===== src/rtl/nsm_pkg.sv =====
package nsm_pkg;

   // source of the window/threshold parameters
   typedef enum logic {
      NSM_SRC_REGS = 1'b0,
      NSM_SRC_PINS = 1'b1
   } nsm_src_e;

   // host register indices (behaviour depends on these)
   localparam int unsigned NSM_REG_WIN = 0;
   localparam int unsigned NSM_REG_THR = 1;
   localparam int unsigned NSM_NUM_REGS = 2;

   function automatic int unsigned nsm_max(input int unsigned a, input int unsigned b);
      return (a > b) ? a : b;
   endfunction

endpackage


===== src/rtl/nsm_cfg_regs.sv =====
module nsm_cfg_regs
   import nsm_pkg::*;
#(
   parameter int unsigned WIN_W = 8,
   parameter int unsigned THR_W = 8,
   parameter int unsigned AW    = 1
) (
   input  logic             clk,
   input  logic             rst_n,
   input  logic             host_we,
   input  logic [AW-1:0]    host_addr,
   input  logic [nsm_max(WIN_W, THR_W)-1:0] host_wdata,
   input  logic             ext_sel,
   input  logic [WIN_W-1:0] pin_win,
   input  logic [THR_W-1:0] pin_thr,
   output logic [WIN_W-1:0] win_n,
   output logic [THR_W-1:0] thr_n
);
   localparam int unsigned DW = nsm_max(WIN_W, THR_W);

   initial begin
      assert ((1 << AW) >= NSM_NUM_REGS)
         else $error("nsm_cfg_regs: AW too small for register set");
   end

   logic [DW-1:0] regs_q [NSM_NUM_REGS];

   for (genvar gi = 0; gi < NSM_NUM_REGS; gi++) begin : g_reg
      always_ff @(posedge clk or negedge rst_n) begin
         if (!rst_n) begin
            regs_q[gi] <= '0;
         end else if (host_we && (host_addr == AW'(gi))) begin
            regs_q[gi] <= host_wdata;
         end
      end
   end

   nsm_src_e src;
   assign src = nsm_src_e'(ext_sel);

   always_comb begin
      if (src == NSM_SRC_PINS) begin
         win_n = pin_win;
         thr_n = pin_thr;
      end else begin
         win_n = regs_q[NSM_REG_WIN][WIN_W-1:0];
         thr_n = regs_q[NSM_REG_THR][THR_W-1:0];
      end
   end

endmodule


===== src/rtl/nsm_window_ctr.sv =====
module nsm_window_ctr #(
   parameter int unsigned WIN_W     = 8,
   parameter int unsigned WIN_SHIFT = 8
) (
   input  logic             clk,
   input  logic             rst_n,
   input  logic             bit_vld,
   input  logic [WIN_W-1:0] win_n,
   input  logic             restart,
   output logic             period_end
);
   localparam int unsigned CW = WIN_W + WIN_SHIFT;

   initial begin
      assert (WIN_W > 0 && WIN_SHIFT > 0 && CW <= 31)
         else $error("nsm_window_ctr: bad window geometry");
   end

   logic [CW-1:0] bcnt_q;
   logic [CW-1:0] last_idx;

   // window length (N+1) << SHIFT, last index = (N << SHIFT) | ones
   assign last_idx   = {win_n, {WIN_SHIFT{1'b1}}};
   assign period_end = bit_vld && (bcnt_q >= last_idx);

   always_ff @(posedge clk or negedge rst_n) begin
      if (!rst_n) begin
         bcnt_q <= '0;
      end else if (restart) begin
         bcnt_q <= '0;
      end else if (bit_vld) begin
         bcnt_q <= bcnt_q + 1'b1;
      end
   end

endmodule


===== src/rtl/nsm_event_ctr.sv =====
module nsm_event_ctr #(
   parameter int unsigned THR_W     = 8,
   parameter int unsigned THR_SHIFT = 3,
   parameter int unsigned THR_OFS   = 6
) (
   input  logic             clk,
   input  logic             rst_n,
   input  logic             renorm_stb,
   input  logic [THR_W-1:0] thr_n,
   input  logic             restart,
   output logic             declare
);
   localparam int unsigned EW = THR_W + THR_SHIFT + 1;

   initial begin
      assert (THR_OFS < (1 << THR_SHIFT))
         else $error("nsm_event_ctr: offset does not fit below scale");
      assert (THR_OFS >= 1)
         else $error("nsm_event_ctr: offset must keep declarations apart");
   end

   logic [EW-1:0] ecnt_q;
   logic [EW-1:0] limit;

   assign limit   = (EW'(thr_n) << THR_SHIFT) + EW'(THR_OFS);
   // strobe number ecnt_q+1 exceeds the limit
   assign declare = renorm_stb && (ecnt_q >= limit);

   always_ff @(posedge clk or negedge rst_n) begin
      if (!rst_n) begin
         ecnt_q <= '0;
      end else if (restart) begin
         ecnt_q <= '0;
      end else if (renorm_stb) begin
         ecnt_q <= ecnt_q + 1'b1;
      end
   end

   AST_DECL_ABOVE_FLOOR: assert property (@(posedge clk) disable iff (!rst_n)
      declare |-> (ecnt_q >= EW'(THR_OFS)));

endmodule


===== src/rtl/nsm_monitor.sv =====
module nsm_monitor #(
   parameter int unsigned WIN_W     = 8,
   parameter int unsigned WIN_SHIFT = 8,
   parameter int unsigned THR_W     = 8,
   parameter int unsigned THR_SHIFT = 3,
   parameter int unsigned THR_OFS   = 6,
   parameter int unsigned AW        = 1
) (
   input  logic             clk,
   input  logic             rst_n,
   input  logic             bit_vld,
   input  logic             renorm_stb,
   input  logic             ext_sel,
   input  logic [WIN_W-1:0] pin_win,
   input  logic [THR_W-1:0] pin_thr,
   input  logic             host_we,
   input  logic [AW-1:0]    host_addr,
   input  logic [nsm_pkg::nsm_max(WIN_W, THR_W)-1:0] host_wdata,
   output logic             oos_flag,
   output logic             corr_pulse
);
   logic [WIN_W-1:0] win_n;
   logic [THR_W-1:0] thr_n;
   logic             period_end;
   logic             declare;
   logic             restart;

   nsm_cfg_regs #(.WIN_W(WIN_W), .THR_W(THR_W), .AW(AW)) i_cfg (
      .clk(clk), .rst_n(rst_n),
      .host_we(host_we), .host_addr(host_addr), .host_wdata(host_wdata),
      .ext_sel(ext_sel), .pin_win(pin_win), .pin_thr(pin_thr),
      .win_n(win_n), .thr_n(thr_n)
   );

   nsm_window_ctr #(.WIN_W(WIN_W), .WIN_SHIFT(WIN_SHIFT)) i_win (
      .clk(clk), .rst_n(rst_n), .bit_vld(bit_vld), .win_n(win_n),
      .restart(restart), .period_end(period_end)
   );

   nsm_event_ctr #(.THR_W(THR_W), .THR_SHIFT(THR_SHIFT), .THR_OFS(THR_OFS)) i_evt (
      .clk(clk), .rst_n(rst_n), .renorm_stb(renorm_stb), .thr_n(thr_n),
      .restart(restart), .declare(declare)
   );

   assign restart = declare || period_end;

   always_ff @(posedge clk or negedge rst_n) begin
      if (!rst_n) begin
         oos_flag   <= 1'b0;
         corr_pulse <= 1'b0;
      end else begin
         corr_pulse <= declare;
         if (declare) begin
            oos_flag <= 1'b1;          // declaration wins over window end
         end else if (period_end) begin
            oos_flag <= 1'b0;
         end
      end
   end

   AST_PULSE_SINGLE: assert property (@(posedge clk) disable iff (!rst_n)
      corr_pulse |=> !corr_pulse);
   AST_PULSE_WITH_FLAG: assert property (@(posedge clk) disable iff (!rst_n)
      corr_pulse |-> oos_flag);
   AST_FLAG_RISE_PULSED: assert property (@(posedge clk) disable iff (!rst_n)
      $rose(oos_flag) |-> corr_pulse);
   AST_FLAG_FALL_AT_END: assert property (@(posedge clk) disable iff (!rst_n)
      $fell(oos_flag) |-> ($past(period_end) && !corr_pulse));
   AST_END_CLEARS: assert property (@(posedge clk) disable iff (!rst_n)
      (period_end && !declare) |=> !oos_flag);

endmodule


===== config.mk =====
export PLATFORM = sky130hd
export DESIGN_NAME = nsm_monitor
export DESIGN_NICKNAME = d
export VERILOG_FILES = /design/src/rtl/nsm_pkg.sv /design/src/rtl/nsm_cfg_regs.sv /design/src/rtl/nsm_window_ctr.sv /design/src/rtl/nsm_event_ctr.sv /design/src/rtl/nsm_monitor.sv
export SDC_FILE = /design/constraint.sdc
export NUM_CORES = 1
export LEC_CHECK = 0
export BUFFER_PORTS_ARGS = -buffer_cell sky130_fd_sc_hd__buf_4
export CAP_MARGIN = 15
export CORE_MARGIN = 2
export CORE_UTILIZATION = 52
export CTS_CLUSTER_SIZE = 14
export DETAILED_ROUTE_END_ITERATION = 8
export PLACE_DENSITY_LB_ADDON = 0.3
export SLEW_MARGIN = 0
export SYNTH_ARGS = -nofsm -noshare
export SYNTH_HDL_FRONTEND = slang
export SYNTH_HIERARCHICAL = 1
export SYNTH_SLANG_ARGS = --single-unit

===== constraint.sdc =====
create_clock -name clk -period 2.7 [get_ports clk]
set_clock_uncertainty 0.1 [all_clocks]
set_input_delay 0.405 -clock clk [delete_from_list [all_inputs] [get_ports clk]]
set_output_delay 0.405 -clock clk [all_outputs]
set_load 0.01 [all_outputs]

# [After elaboration in Yosys (flattened, before gate mapping)]
# Cells that the tools add are included.
[op_classes] n_addsub=3 mul=0 div=0 order_cmp=2 n_eq_ne=0 n_shift=0 mux=8 bitwise=1 reduce_logical=8
[ops] operator="2-to-1 mux 16 bit" n=2
[ops] operator="2-to-1 mux 12 bit" n=2
[ops] operator="adder 16 x 1 -> 16 bit, second input constant" n=1
[ops] operator=">= comparator 16 bit" n=1
[ops] operator="2-to-1 mux 8 bit" n=2
[ops] operator="adder 11 x 3 -> 12 bit, second input constant" n=1
[ops] operator="adder 12 x 1 -> 12 bit, second input constant" n=1
[ops] operator=">= comparator 12 bit" n=1
[ops] operator="nonzero test 2 bit" n=3
[ops] operator="logical AND 1 bit" n=4
[ops] operator="2-to-1 mux 1 bit" n=2
[ops] operator="logical OR 1 bit" n=1
[ops] operator="NOT 1 bit" n=1
[word_totals] register_bits=46 latchBits=0 mem_bits_rw=0 romBits=0 out_inout_bits=2 elab_cells=28 mem_count=0

# [Depth between registers and ports, before layout]
# Gate-level depths: netlist (run 1).
[logic_depth] ltp_word=6 mapped_depth=15 depth_no_buf=12

# [Modules after synthesis]
# Netlist (run 1), hierarchy kept.
[modules_own_cells] module="nsm_window_ctr" instances=1 cells_each=109 area_per_inst_um2=1011.0 seq_area_each_um2=400.4
[modules_own_cells] module="nsm_cfg_regs" instances=1 cells_each=53 area_per_inst_um2=848.3 seq_area_each_um2=400.4
[modules_own_cells] module="nsm_event_ctr" instances=1 cells_each=83 area_per_inst_um2=782.0 seq_area_each_um2=300.3
[modules_own_cells] module="nsm_monitor" instances=1 cells_each=5 area_per_inst_um2=67.6 seq_area_each_um2=50.0

# [Worst setup path before layout (run 1)]
# Ideal clock, no wire load.
[synth_timing] kind="in2reg" from="input port ext_sel" to="register i_win.bcnt_q[10]" setup_ps=119 arrival_ps=2953 t_required_ps=2481 setup_slack_ps=-472 stages=15 path_cell_list="buf_6 buf_8 mux2_2 inv_1 ha_1 nand4_1 a21oi_1 a2111oi_0 o21ai_1 or2_1 buf_4 o211a_4 and4bb_2 xnor2_1 nor2_1"
[synth_via] elab_chain_len=6 word_cells_on_any_way=10
[synth_rtl] item="from (decl)" line="nsm_monitor.sv:13" rtl="input logic ext_sel,"
[synth_rtl] item="2-to-1 mux 8 bit (*)" line="nsm_cfg_regs.sv:42" rtl="if (src == NSM_SRC_PINS) begin"
[synth_rtl] item="via thr_n[3]" line="nsm_monitor.sv:23" rtl="logic [THR_W-1:0] thr_n;"
[synth_rtl] item="adder 11 x 3 -> 12 bit (*)" line="nsm_event_ctr.sv:25" rtl="assign limit = (EW'(thr_n) << THR_SHIFT) + EW'(THR_OFS);"
[synth_rtl] item=">= comparator 12 bit (*)" line="nsm_event_ctr.sv:27" rtl="assign declare = renorm_stb && (ecnt_q >= limit);"
[synth_rtl] item="logical AND 1 bit (*)" line="nsm_event_ctr.sv:27"
[synth_rtl] item="via declare" line="nsm_monitor.sv:25" rtl="logic declare;"
[synth_rtl] item="logical OR 1 bit (*)" line="nsm_monitor.sv:45" rtl="assign restart = declare || period_end;"
[synth_rtl] item="via restart" line="nsm_monitor.sv:26" rtl="logic restart;"
[synth_rtl] item="2-to-1 mux 16 bit or nonzero test 2 bit (tied branches)"
[synth_rtl] item="to (signal assigned)" line="nsm_window_ctr.sv:32" rtl="bcnt_q <= bcnt_q + 1'b1;"
[synth_rtl] item="to (decl)" line="nsm_window_ctr.sv:19" rtl="logic [CW-1:0] bcnt_q;"
# Mark *: on every way through the listed nets, which the timed path passes. The rest lies on a longest branch.
# A chain may end at the register's enable or synchronous reset.

# [Worst setup path after layout (run 1)]
[layout_timing] from="register i_cfg/regs_q[9] in the netlist's numbering" to="register i_win.bcnt_q[15]"
[layout_via] elab_chain_len=5 word_cells_on_any_way=6
[layout_rtl] item="from (decl)" line="nsm_cfg_regs.sv:26" rtl="logic [DW-1:0] regs_q [NSM_NUM_REGS];"
[layout_rtl] item="from (signal, indexed assignment)" line="nsm_cfg_regs.sv:33" rtl="regs_q[gi] <= host_wdata;"
[layout_rtl] item="2-to-1 mux 8 bit (*)" line="nsm_cfg_regs.sv:42"
[layout_rtl] item="via win_n[1]" line="nsm_monitor.sv:22" rtl="logic [WIN_W-1:0] win_n;"
[layout_rtl] item=">= comparator 16 bit (*)" line="nsm_window_ctr.sv:24" rtl="assign period_end = bit_vld && (bcnt_q >= last_idx);"
[layout_rtl] item="logical AND 1 bit (*)" line="nsm_window_ctr.sv:24"
[layout_rtl] item="via period_end" line="nsm_monitor.sv:24" rtl="logic period_end;"
[layout_rtl] item="logical OR 1 bit (*)" line="nsm_monitor.sv:45"
[layout_rtl] item="via restart" line="nsm_monitor.sv:26"
[layout_rtl] item="2-to-1 mux 16 bit or nonzero test 2 bit (tied branches)"
# Marks and branches as above.

==> impl_metrics.tcl, run 1 <==
set metrics [dict create \
    grt_pass1_wl_um 9720 \
    tns_ns -1.04 \
    rows 26 \
    antenna_found_initial 0 \
    dp_hpwl_um 4120 \
    h-tree-depth 2 \
    ys_async_sr_fraction_pct 100 \
    finalHoldViolations 7 \
    arrival_ns 2.99 \
    insertion_delay_ns 0.30 \
    worstSetupEndpointType "flop" \
    wl_met3_um 178 \
    routed_wl_um 6010 \
    wl_met2_um 3000 \
    top_level_ports 33 \
    clock-sinks 46 \
    clk_pin_slew_worst_paths_ns 0.08 \
    drive_gt1_share_pct 45.0 \
    rsz0062_at_grt "true" \
    met1_length_um 2710 \
    syn_avg_cell_area_um2 10.8 \
    synth_edf_count 0 \
    fin_nets 360 \
    switching_share_pct 33.2 \
    dr.pass1.iters 4 \
    place_congestion 0.815 \
    ir_drop_mv 0.374 \
    slew_headroom_pct 61.7 \
    yosysSeqAreaShare_pct 42.5 \
    dieArea_um2 5800 \
    crit_type "flop to flop" \
    final.min_clock_period_ns 2.85 \
    area_delta_synth_final_pct 28.5 \
    ys_types 40 \
    ant_nets 0 \
    highest_layer "met4" \
    r2r_slack_ns -0.15 \
    power_frac_clock_pct 20.0 \
    drv_slew 0 \
    grt_max_degree 47 \
    netSwitchingPower_uw 714 \
    routedWlPerCell_um 15.8 \
    die_h_um 76.2 \
    port_buffers 32 \
    dpl_worst_slack_ns -0.558 \
    drt_iter0_markers 76 \
    clock_tree.buffer_depth 2 \
    hold_slack_ns -0.0116 \
    final_core_util_pct 68.6 \
    root_buffer "clkbuf_8" \
    cp.required_ns 2.84 \
    overflow 0 \
    path_max_fanout 7 \
    cts_inserted_buffers 5 \
    syn_area_um2 2710 \
    cts_tree "built" \
    cp_slowest_cell "or3_1" \
    yosys_warnings 6 \
    fin_area_um2 3480 \
    power.total_uw 2150 \
    first_global_vias 2075 \
    max_freq_mhz 350 \
    die_w_um 76.2 \
    start_util_pct 53.4 \
    outcome "finished, violations left" \
    track_usage_pct 21.1 \
    n_antenna_cell 0 \
    worst_pin_slew_ns 0.574 \
    hp-class "input pin to asynchronous set/reset pin" \
    cellLeakagePower_uw 0.00166 \
    p_int_uw 1440 \
    cts_hold_buf 0 \
    syn-num-nets 300 \
    share_comb_of_total_power_pct 35.3 \
    cap_violations 0 \
    pwr-share-seq_pct 44.7 \
    worst_slack_ns -0.153 \
    setup_viol 17 \
    start_kind "flop" \
    cpPeakStageDelay_ns 0.44 \
    core_area_um2 5070 \
    vias 2004 \
    synthFlopType "dfrtp_1" \
    syn_inst 250 \
    cp_cell_sequence "mux2_4 > inv_2 > ha_4 > nand4_1 > nor4_2 > nor4_2 > nor2_1 > or2_4 > o211a_4 > nand4_1 > or3_1 > a21oi_2" \
    power_density_nw_per_um2 618 \
    min_period_over_period_pct 106 \
    routed_via_density 5.26 \
    violations "hold timing, setup timing" \
    placed_area_um2 3140 \
    ys_ff_latch 46 \
    route.detailed.drc 0 \
]
-- worst paths after layout --
path,start,end,depth (start not counted)
worst max register to register,i_cfg/regs_q[9],i_win/bcnt_q[15],12
max in group asynchronous,rst_n,i_evt/ecnt_q[3],1
min in group clk,host_wdata[0],i_cfg/regs_q[8],2
worst min-delay path,rst_n,i_cfg/regs_q[3],1
worst max-delay path,i_cfg/regs_q[9],i_win/bcnt_q[15],12
worst min register to register,oos_flag,oos_flag,1
-- layout by cell type (no fill, tap or decap), drive strengths merged --
cell | netlist | layout
or3 | 2 | 2
inv | 20 | 20
nand3 | 5 | 5
and4 | 1 | 1
ha | 19 | 19
and2 | 1 | 1
or4 | 2 | 2
clkinv | 0 | 1
buf | 6 | 61
nor2b | 2 | 2
mux2i | 1 | 1
xnor2 | 5 | 5
a21oi | 9 | 9
and3 | 4 | 4
and4bb | 1 | 1
a21o | 1 | 1
dfrtp | 46 | 46
nand2 | 14 | 14
o211a | 2 | 2
xor2 | 17 | 17
nor4 | 2 | 2
o21ai | 6 | 6
nor2 | 28 | 28
o211ai | 1 | 1
nand4 | 13 | 13
o31ai | 3 | 3
mux2 | 32 | 32
a211oi | 2 | 2
or2 | 1 | 1
o2111a | 1 | 1
clkbuf | 2 | 7
a2111oi | 1 | 1
-- per-stage QoR --
step	instances	hold WS, ns
2_1_floorplan	250	0.00941
3_5_place_dp	359	0.348
3_3_place_gp	359	0.344
5_1_grt	381	0.0368
6_report	381	-0.0116
4_1_cts	371	0.0197
-- timing repair --
item | in CTS | in global routing
endpoints found under the hold margin | 0 | 0
pin swaps | 19 | 29
setup buffers | 4 | 10
setup endpoints to repair | 21 | 21
resized for setup | 16 | 17
-- power by group through the flow --
| stage | logic (µW) | clock network [µW] | registers [µW] |
|---|---|---|---|
| floorplan | 409 | 0 | 961 |
| CTS | 698 | 451 | 955 |
| global placement | 635 | 0 | 955 |
| global route | 845 | 474 | 981 |
| finish | 758 | 431 | 962 |
| detailed placement | 660 | 0 | 957 |
-- flip-flops by register name, summed over array words and instances (netlist names) --
| register | flops |
|---|---|
| i_win/bcnt_q | 16 |
| i_cfg/regs_q | 16 |
| corr_pulse | 1 |
| i_evt/ecnt_q | 12 |
| oos_flag | 1 |
-- cell families after synthesis --
| group | after synthesis | share of synthesized area (%) |
|---|---|---|
| AOI/OAI and AO/OA | 26 | 6.51 |
| xor gates and xnor gates | 22 | 7.11 |
| adders and majority gates | 19 | 8.78 |
| buffers and inverters | 28 | 5.40 |
| DFF | 46 | 42.5 |
| muxes | 33 | 14.8 |
| and+or+nand+nor | 76 | 14.9 |
-- Yosys cell counts, types with 2 or more instances --
library cell	n	area (µm²)
inv_1	20	75.1
buf_4	2	15.0
mux2_2	24	270
o21ai_0	5	25.0
clkbuf_1	2	7.51
dfrtp_1	46	1150
or3_1	2	12.5
a211oi_1	2	15.0
nand2_1	13	48.8
and3_1	3	18.8
mux2_4	8	120
a21oi_1	9	45.0
nand4_1	12	75.1
xnor2_1	5	43.8
nand3_1	5	25.0
nor2_1	28	105
nor4_1	2	12.5
buf_6	3	33.8
xor2_1	17	149
or4_1	2	15.0
ha_1	19	238
o31ai_1	3	22.5
-- critical path: cells and delay by family (launching register included) --
family	cells	cell delay, ns
mux	1	0.28
fa+ha+maj	1	0.13
flops	1	0.39
buf+inv	1	0.07
compound gates	2	0.35
simple gates	7	1.47
-- area by class of cell --
class / instances / area, µm²
fill: 371 / 1590
inverter: 20 / 77.6
multi-input combinational: 176 / 1610
tap: 70 / 87.6
timing repair buffer: 61 / 465
clock buffer: 7 / 86.3
clock inverter: 1 / 5.00
sequential: 46 / 1150
-- metal layers --
layer	up-vias	GRT usage, %
li1	986	-
met4	0	8.91
met2	32	35.4
met5	-	0
met3	9	3.79
met1	977	26.8
Note: power is estimated with default switching activity, not from simulation.
==> inputs of run 2 (changes only) <==
--- a/config.mk
+++ b/config.mk
@@ -5,10 +5,11 @@
 export SDC_FILE = /design/constraint.sdc
 export NUM_CORES = 1
 export LEC_CHECK = 0
+export ABC_AREA = 1
 export BUFFER_PORTS_ARGS = -buffer_cell sky130_fd_sc_hd__buf_4
 export CAP_MARGIN = 15
 export CORE_MARGIN = 2
-export CORE_UTILIZATION = 52
+export CORE_UTILIZATION = 53
 export CTS_CLUSTER_SIZE = 14
 export DETAILED_ROUTE_END_ITERATION = 8
 export PLACE_DENSITY_LB_ADDON = 0.3
==> run 2 against run 1 <==
Net effect:
- the flow now finishes without violations
- clock power is 4% higher
- wire length hardly changed
- setup slack better by 0.45 ns
- critical endpoint is now i_win/bcnt_q[14]
==> impl_metrics.tcl, run 2 <==
set metrics [dict create \
    ant_nets 0 \
    max_freq_mhz 416 \
    area_delta_synth_final_pct 15.4 \
    n_antenna_cell 0 \
    setup_viol 0 \
    synth_top_area_share_pct 38.9 \
    rows 27 \
    cap_violations 0 \
    root_buffer "clkbuf_8" \
    cp.required_ns 2.79 \
    synth_xor_area_share_pct 0.296 \
    clock_tree.buffer_depth 2 \
    ys_types 28 \
    synth_compound_area_share_pct 8.88 \
    syn_avg_cell_area_um2 6.96 \
    cellLeakagePower_uw 0.00190 \
    cts_inserted_buffers 5 \
    syn_inst 425 \
    synth_most_common_cell "nand2_1" \
    worstSetupEndpointType "flop" \
    clock-sinks 46 \
    arrival_ns 2.49 \
    cts_tree "built" \
    power_density_nw_per_um2 595 \
    worst_pin_slew_ns 0.589 \
    h-tree-depth 2 \
    ys_top_cells_by_count "nand2_1, inv_1, dfrtp_1" \
    muxShareOfSynthArea_pct 0 \
    start_util_pct 54.4 \
    dp_hpwl_um 4550 \
    final_common_cell "nand2_1" \
    finalHoldViolations 0 \
    cp_slowest_cell "dfrtp_1" \
    crit_type "flop to flop" \
    synth_top_family_by_area "simple AND/OR/NAND/NOR gates" \
    ys_async_sr_fraction_pct 100 \
    dieArea_um2 6190 \
    dr.pass1.iters 4 \
    synthFlopType "dfrtp_1" \
    yosysSeqAreaShare_pct 38.9 \
    routed_wl_um 6010 \
    first_global_vias 2511 \
    fin_area_um2 3410 \
    insertion_delay_ns 0.30 \
    path_max_fanout 6 \
    reg_top3 "i_cfg/regs_q: 16 flops, i_win/bcnt_q: 16 flops, i_evt/ecnt_q: 12 flops" \
    drv_slew 0 \
    synthAdderAreaFrac_pct 8.04 \
    synthTopCellsByArea "dfrtp_1, nand2_1, inv_1" \
    syn_area_um2 2960 \
    clk_pin_slew_worst_paths_ns 0.09 \
    drt_iter0_markers 125 \
    core_area_um2 5440 \
    route.detailed.drc 0 \
    place_inst 527 \
    syn-num-nets 475 \
    hp-class "input pin to asynchronous set/reset pin" \
    min_period_over_period_pct 89.0 \
    ys_ff_latch 46 \
    synth_area_leader_cell "dfrtp_1" \
    final.min_clock_period_ns 2.40 \
    grt_max_degree 47 \
    yosys_warnings 6 \
    stdcell_count 535 \
    outcome "finished clean" \
    place_congestion 0.848 \
    vias 2613 \
    overflow 0 \
    synth_edf_count 0 \
    slew_headroom_pct 60.8 \
    placed_area_um2 3300 \
    die_w_um 78.7 \
    start_kind "flop" \
    track_usage_pct 21.6 \
    antenna_found_initial 0 \
    routedWlPerCell_um 11.2 \
    cp_cell_sequence "inv_1 > o21ai_0 > inv_1 > ha_1 > nand2_1 > nor2_1 > and2_1 > nand2_1 > nand3_1 > nand2_1 > inv_1 > inv_1 > nand2_4 > nor2_4 > inv_2 > nand2_1 > nor2_4 > a21oi_1 > nor2_1" \
    final_cell_mix "nand2_1, inv_1, dfrtp_1" \
    routed_via_density 4.88 \
    cpPeakStageDelay_ns 0.36 \
    fin_nets 512 \
    synth-simple-area-share_pct 32.1 \
    grt_pass1_wl_um 10700 \
    top_level_ports 33 \
    ir_drop_mv 0.385 \
    die_h_um 78.7 \
    drive_gt1_share_pct 13.8 \
    port_buffers 32 \
]
run 2: logic make-up after synthesis:
kind of cell,Yosys count
and+or+nand+nor,221
buffers and inverters,87
AOI/OAI and AO/OA,51
DFF,46
adders and majority gates,19
xor gates and xnor gates,1
run 2: path summary, 6_finish.rpt:
check,start,to,slack [ns],depth (start not counted)
max,i_cfg/regs_q[11],i_win/bcnt_q[14],0.30,19
min,rst_n,i_win/bcnt_q[14],0.01,1
max reg2reg,i_cfg/regs_q[11],i_win/bcnt_q[14],0.30,19
min reg2reg,i_cfg/regs_q[13],i_cfg/regs_q[13],0.38,2
max in group asynchronous,rst_n,i_evt/ecnt_q[4],2.10,1
min in group clk,host_wdata[5],i_cfg/regs_q[13],0.25,3
run 2: final cells by class:
cell class	count	area, µm²
Clock inverter	2	12.5
Sequential cell	46	1150
Fill cell	488	2020
Inverter	79	299
Clock buffer	6	82.6
Tap cell	72	90.1
Multi-Input combinational cell	292	1480
Timing Repair Buffer	38	302
run 2: critical path, delay by kind of cell (launching register included):
kind / cells / cell delay, ns
DFF: 1 / 0.36
AOI/OAI and AO/OA: 2 / 0.26
adders and majority gates: 1 / 0.30
and+or+nand+nor: 11 / 0.95
buffers and inverters: 5 / 0.31
run 2: metal layers:
layer	vias to the layer above	GRT usage [%]	wire [µm]
li1	1388	-	-
met3	12	3.30	118
met5	-	0	0
met2	29	38.4	2990
met1	1184	26.6	2800
met4	0	7.54	97
run 2: through the flow:
stage	power, µW	hold slack, ns	utilization (%)	setup TNS (ns)	worst slack (ns)
after floorplan	1360	0.00941	-	0	0.228
after global placement	1560	0.351	60.6	-0.195	-0.0591
after detailed placement	1580	0.358	60.6	-0.929	-0.0989
after CTS	2040	0.0312	62.3	0	0.146
after global routing	2190	0.0592	62.8	-0.00151	-0.00151
final	2030	0.0125	62.8	0	0.296
run 2: where the power goes:
part	leakage [µW]	switching (µW)	internal [µW]	total (µW)
logic	0.00126	354	263	618
registers	0.000596	140	826	966
clock network	0.0000472	241	206	447
total	0.00190	736	1300	2030
run 2: what timing repair did:
action	in CTS	in global routing
gates resized for setup	0	11
buffers inserted	0	0
hold buffers	0	0
endpoints found under the setup margin	0	22
endpoints found under the hold margin	0	0
